`src/rtl/phy_acc_pkg.sv`:
```
package phy_acc_pkg;

    // Field layout of the command/status word (software depends on it)
    localparam int WORD_W      = 32;
    localparam int IDX_W       = 8;
    localparam int DW          = 8;
    localparam int F_IDX_LSB   = 0;
    localparam int F_WDAT_LSB  = 8;
    localparam int F_RDAT_LSB  = 16;
    localparam int B_WR        = 24;
    localparam int B_RD        = 25;
    localparam int B_ACK       = 26;

    typedef enum logic [1:0] {
        ST_IDLE,
        ST_ISSUE,
        ST_DONE
    } acc_state_e;

    // Initial delay setting of each bank entry
    function automatic logic [7:0] dly_reset_value(input int idx);
        case (idx)
            0, 1:    return 8'd4;
            6:       return 8'd9;
            7:       return 8'd2;
            8:       return 8'd3;
            default: return 8'd0;
        endcase
    endfunction

endpackage

```
`src/rtl/phy_acc_fsm.sv`:
```
module phy_acc_fsm
    import phy_acc_pkg::*;
(
    input  logic clk,
    input  logic rst_n,
    input  logic wr_stb_i,
    input  logic rd_stb_i,
    input  logic phy_ack_i,
    output logic phy_req_o,
    output logic phy_we_o,
    output logic ack_o,
    output logic cap_rd_o
);

    acc_state_e state_q, state_d;
    logic       we_q;
    logic       single_stb;
    logic       any_stb;

    assign single_stb = wr_stb_i ^ rd_stb_i;
    assign any_stb    = wr_stb_i | rd_stb_i;

    // Next-state logic
    always_comb begin
        state_d = state_q;
        unique case (state_q)
            ST_IDLE:  if (single_stb) state_d = ST_ISSUE;
            ST_ISSUE: if (phy_ack_i)  state_d = ST_DONE;
            ST_DONE:  if (!any_stb)   state_d = ST_IDLE;
            default:  state_d = ST_IDLE;
        endcase
    end

    // State register (direction latched as the access is accepted)
    always_ff @(posedge clk or negedge rst_n) begin
        if (!rst_n) begin
            state_q <= ST_IDLE;
            we_q    <= 1'b0;
        end else begin
            state_q <= state_d;
            if (state_q == ST_IDLE && single_stb) we_q <= wr_stb_i;
        end
    end

    // Outputs
    always_comb begin
        phy_req_o = 1'b0;
        phy_we_o  = 1'b0;
        ack_o     = 1'b0;
        cap_rd_o  = 1'b0;
        unique case (state_q)
            ST_IDLE:  ;
            ST_ISSUE: begin
                phy_req_o = 1'b1;
                phy_we_o  = we_q;
                cap_rd_o  = phy_ack_i && !we_q;
            end
            ST_DONE:  ack_o = 1'b1;
            default:  ;
        endcase
    end

    // request is held until the bank answers
    a_r4_req_held: assert property (@(posedge clk) disable iff (!rst_n)
        (phy_req_o && !phy_ack_i) |=> phy_req_o);

    // acknowledge holds while a strobe stays set
    a_r6_ack_holds: assert property (@(posedge clk) disable iff (!rst_n)
        (ack_o && any_stb) |=> ack_o);

    // both strobes from idle never start a request
    a_r7_both_refused: assert property (@(posedge clk) disable iff (!rst_n)
        (!phy_req_o && !ack_o && wr_stb_i && rd_stb_i) |=> !phy_req_o);

    // no new request while acknowledged
    a_r10_no_req_in_ack: assert property (@(posedge clk) disable iff (!rst_n)
        ack_o |-> !phy_req_o);

endmodule

```
`src/rtl/phy_dly_bank.sv`:
```
module phy_dly_bank
    import phy_acc_pkg::*;
#(
    parameter int N_ENTRIES = 16
) (
    input  logic             clk,
    input  logic             rst_n,
    input  logic             req_i,
    input  logic             we_i,
    input  logic [IDX_W-1:0] idx_i,
    input  logic [DW-1:0]    wdata_i,
    output logic             ack_o,
    output logic [DW-1:0]    rdata_o
);

    localparam int FLAT_W = N_ENTRIES * DW;

    logic [FLAT_W-1:0] flat;
    logic [DW-1:0]     sel;
    logic              start;

    assign start = req_i && !ack_o;

    for (genvar g = 0; g < N_ENTRIES; g++) begin : g_entry
        localparam logic [IDX_W-1:0] G_IDX = IDX_W'(g);
        logic [DW-1:0] q;
        always_ff @(posedge clk or negedge rst_n) begin
            if (!rst_n)
                q <= DW'(dly_reset_value(g));
            else if (start && we_i && idx_i == G_IDX)
                q <= wdata_i;
        end
        assign flat[g*DW +: DW] = q;
    end

    // Out-of-range index selects nothing and reads zero
    always_comb begin
        sel = '0;
        for (int i = 0; i < N_ENTRIES; i++)
            if (idx_i == IDX_W'(i)) sel = flat[i*DW +: DW];
    end

    always_ff @(posedge clk or negedge rst_n) begin
        if (!rst_n) begin
            ack_o   <= 1'b0;
            rdata_o <= '0;
        end else begin
            ack_o <= start;
            if (start) rdata_o <= sel;
        end
    end

    // a response always answers a request of the previous cycle
    a_r5_ack_follows_req: assert property (@(posedge clk) disable iff (!rst_n)
        ack_o |-> $past(req_i));

endmodule

```
`src/rtl/phy_acc_port.sv`:
```
module phy_acc_port
    import phy_acc_pkg::*;
#(
    parameter int HOST_AW    = 12,
    parameter int CMD_OFFSET = 'h10,
    parameter int N_ENTRIES  = 16
) (
    input  logic               clk,
    input  logic               rst_n,
    input  logic               reg_wr,
    input  logic               reg_rd,
    input  logic [HOST_AW-1:0] reg_addr,
    input  logic [31:0]        reg_wdata,
    output logic [31:0]        reg_rdata
);

    localparam logic [HOST_AW-1:0] OFF = HOST_AW'(CMD_OFFSET);

    logic [IDX_W-1:0] idx_q;
    logic [DW-1:0]    wdat_q;
    logic [DW-1:0]    rdat_q;
    logic             wr_q, rd_q;
    logic             hit_wr;
    logic             phy_req, phy_we, phy_ack, ack, cap_rd;
    logic [DW-1:0]    bank_rdata;
    logic [WORD_W-1:0] word;
    logic             unused_host_bits;

    assign hit_wr = reg_wr && (reg_addr == OFF);
    assign unused_host_bits = ^{reg_wdata[31:B_ACK], reg_wdata[F_RDAT_LSB +: DW]};

    always_ff @(posedge clk or negedge rst_n) begin
        if (!rst_n) begin
            idx_q  <= '0;
            wdat_q <= '0;
            rdat_q <= '0;
            wr_q   <= 1'b0;
            rd_q   <= 1'b0;
        end else begin
            if (hit_wr) begin
                idx_q  <= reg_wdata[F_IDX_LSB +: IDX_W];
                wdat_q <= reg_wdata[F_WDAT_LSB +: DW];
                wr_q   <= reg_wdata[B_WR];
                rd_q   <= reg_wdata[B_RD];
            end
            if (cap_rd) rdat_q <= bank_rdata;
        end
    end

    assign word = {5'b0, ack, rd_q, wr_q, rdat_q, wdat_q, idx_q};
    assign reg_rdata = (reg_rd && reg_addr == OFF) ? word : '0;

    phy_acc_fsm u_fsm (
        .clk       (clk),
        .rst_n     (rst_n),
        .wr_stb_i  (wr_q),
        .rd_stb_i  (rd_q),
        .phy_ack_i (phy_ack),
        .phy_req_o (phy_req),
        .phy_we_o  (phy_we),
        .ack_o     (ack),
        .cap_rd_o  (cap_rd)
    );

    phy_dly_bank #(.N_ENTRIES(N_ENTRIES)) u_bank (
        .clk     (clk),
        .rst_n   (rst_n),
        .req_i   (phy_req),
        .we_i    (phy_we),
        .idx_i   (idx_q),
        .wdata_i (wdat_q),
        .ack_o   (phy_ack),
        .rdata_o (bank_rdata)
    );

    // read-data field only moves on a read capture
    a_r11_rdata_stable: assert property (@(posedge clk) disable iff (!rst_n)
        (!cap_rd) |=> $stable(rdat_q));

endmodule

```
`config.mk`:
```
export PLATFORM = sky130hd
export DESIGN_NAME = phy_acc_port
export DESIGN_NICKNAME = d
export VERILOG_FILES = /design/src/rtl/phy_acc_pkg.sv /design/src/rtl/phy_acc_fsm.sv /design/src/rtl/phy_dly_bank.sv /design/src/rtl/phy_acc_port.sv
export SDC_FILE = /design/constraint.sdc
export NUM_CORES = 1
export LEC_CHECK = 0
export ABC_AREA = 1
export BUFFER_PORTS_ARGS = -buffer_cell sky130_fd_sc_hd__buf_2
export CORE_AREA = 10 10 141 143
export DETAILED_ROUTE_END_ITERATION = 16
export DIE_AREA = 0 0 151 153
export PLACE_DENSITY = 0.67
export SYNTH_ARGS = -nofsm -noshare
export SYNTH_HDL_FRONTEND = slang
export SYNTH_SLANG_ARGS = --single-unit
```
`constraint.sdc`:
```
create_clock -name clk -period 5.9 [get_ports clk]
set_input_delay 0.885 -clock clk [delete_from_list [all_inputs] [get_ports clk]]
set_output_delay 0.885 -clock clk [all_outputs]
set_load 0.1 [all_outputs]
```
==> results.toml <==
[sta]
drv_slew = 0
max_slew_margin_pct = 32.07
tns_ns = 0
fmax_mhz = 238.1
rsz0062_at_grt = "no"
fin_crit_sh_pct = 71.17
fin_skew_ns = 0.008895
layout_min_cycle_time_ns = 4.199
whs_ns = 0.4785
worst_slew_pin_slew_ns = 1.011
hold_viol_final = 0
setup_viol = 0

[detailed_routing]
drtIter0Drc = 494
drt-pass1-iter-count = 6
post-route-drc-count = 0
via_per_inst = 4.970
dr_total_vias = 5875
wl_mm = 18.26
drt-wirelength-per-cell_microns = 15.45
ant_nets = 0

[setup_path]
critical_path.endpoint = "reg_rdata[8]"
setup.worst_path.class = "primary input to primary output"
r2r-start = "idx_q[5]"
startpoint = "reg_addr[1]"
reg2reg_depth = 11
worstPathRequired_ns = 5.02
crit_arrival_ns = 3.31
timing.rr.end = "u_bank.rdata_o[1]"
crit_fanout = 27
cp-end-kind = "primary output"
reg2reg_slack_ns = 3.09
cp-start-kind = "primary input"

[synthesis]
syn-cell-area_sq_mm = 0.007585
synth_cells = 898
avgSynthCellArea_sq_um = 8.446
netlist.area_leader.share_pct = 52.46
ys_seq_area_share_pct = 54.88
ys_warn_count = 0
yosys.area.top_type = "dfrtp_1"
synthDistinctLibCells = 27
ys_seq_elements = 166
synth.area.top_cells = "dfrtp_1 (52%), nand2_1 (13%), o21ai_0 (9.1%), nor2_1 (4.8%), inv_1 (4.1%)"

[layout]
final_cell_mix = "nand2_1 (266), dfrtp_1 (159), o21ai_0 (138)"
final_area_sq_mm = 0.008635
antenna-diode-count = 0
register_area_sq_mm = 0.004163
fillerInstances = 1659
final_cells = 1182
multi_input_area_sq_mm = 0.002925
final_common_cell = "nand2_1"
areaGrowthSynthToFinish_pct = 13.84
final_nets = 993
drive_gt1_share_pct = 14.63

[floorplanning]
start_util_pct = 44.47
die_w_microns = 151
row_count = 48
core_sq_mm = 0.01706
die-area_sq_mm = 0.02310
fp.dieH_microns = 153
top_level_ports = 80

[hold_path]
hold_path.class = "flop to flop"
worstHoldStart = "u_bank.rdata_o[6]"

[clock_tree]
clockBufferDepth = 2
clock_sinks = 166
htreeDepth = 4
cts_tree = "built"
path_clk_slew_ns = 0.06
cts_post_setup_buffers_inserted = 0
cts_root_buf = "clkbuf_16"
numCtsBuffers = 17
cts_resized = 0
hold_buffers = 0
clk_latency_ns = 0.43

[power_and_ir_drop]
ir_drop_uv = 243.9
p_leak_uw = 0.004092
power.density_mw_per_mm2 = 283.9

[grt]
grt_pass1_wl_mm = 29.70
antenna_found_initial = 0
grt_max_degree = 112
grt_use_total_pct = 16.23
first_global_vias = 5554
overflow = 0

[flow_run]
maxCapViolations = 0

[place]
placed_cells = 1150
place.gp.congestion = 0.8189
dp_hpwl_mm = 12.02
port_buffers = 60
dpl_cell_area_sq_mm = 0.007998

[outcome]
status = "complete, no violations"
-- per-layer routing --
metal / share of wire, % / track usage (%) / vias up
met5: 0 / 0 / -
met4: 1.6 / 5.273 / 0
met3: 6.6 / 3.720 / 18
met2: 44 / 23.50 / 146
met1: 48 / 23.35 / 2760
li1: - / - / 2951
-- state kept, by name (all words and copies together) (netlist names), 2 cells and up --
name and flops:
rdat_q 8, u_bank.rdata_o 8, wdat_q 8, u_fsm.state_q 2, u_bank.g_entry.q 128, idx_q 8
-- cell type report --
class | instances | share of cell area [%]
clock buffer | 22 | 5.724
clock inverter | 10 | 1.652
inverter | 83 | 3.637
multi-input combinational | 615 | 33.88
sequential | 166 | 48.21
tap | 225 | 3.260
timing repair buffer | 61 | 3.637
-- metrics by stage --
step	util (%)	total power (uW)	setup WS [ns]
2_1_floorplan	-	1245	1.611
3_3_place_gp	46.89	1284	1.865
3_5_place_dp	46.89	1288	1.704
4_1_cts	50.62	2471	1.698
5_1_grt	50.62	2532	1.468
6_report	50.62	2452	1.701
-- power breakdown --
group	leakage, uW	switching, uW	internal [uW]
clock	0.000301	464	724
sequential	0.00229	6.62	1160
combinational	0.00150	74.6	25.0
-- synth_stat cells (all sizes together) --
| cell | number |
|---|---|
| nand2 | 277 |
| dfrtp | 159 |
| o21ai | 138 |
| nor2 | 104 |
| inv | 83 |
| nand3 | 31 |
| nand4 | 25 |
| buf | 19 |
| clkbuf | 19 |
| mux2 | 18 |
| a21oi | 10 |
| dfstp | 7 |
| nor3 | 3 |
| nor4 | 2 |
| conb | 1 |
| ha | 1 |
| or4 | 1 |
-- cells by family after synthesis --
kind of cell	after synthesis	synth area share, %
buffers and inverters	121	6.747
and+or+nand+nor	443	25.22
other	1	0.04944
DFF	166	54.88
muxes	18	3.167
adders and majority gates	1	0.1649
AOI/OAI and AO/OA	148	9.766
-- critical path, stage by stage --
cell     delay, ns
buf_2         0.10
or4_4         0.54
nor4_4        0.22
nand3_1       0.75
nor2_1        0.35
buf_2         0.48
-- worst min-delay path by stage --
stage | to | slack [ns] | cells past startpoint
6_report | u_bank.rdata_o[6] | 0.48 | 2
5_1_grt | u_bank.g_entry[7].q[7] | 0.50 | 2
4_1_cts | u_bank.g_entry[15].q[6] | 0.48 | 2
3_5_place_dp | u_bank.rdata_o[6] | 0.47 | 2
3_3_place_gp | u_bank.g_entry[15].q[4] | 0.46 | 2
2_1_floorplan | u_bank.g_entry[15].q[0] | 0.45 | 2
(Power assumes the default switching activity.)
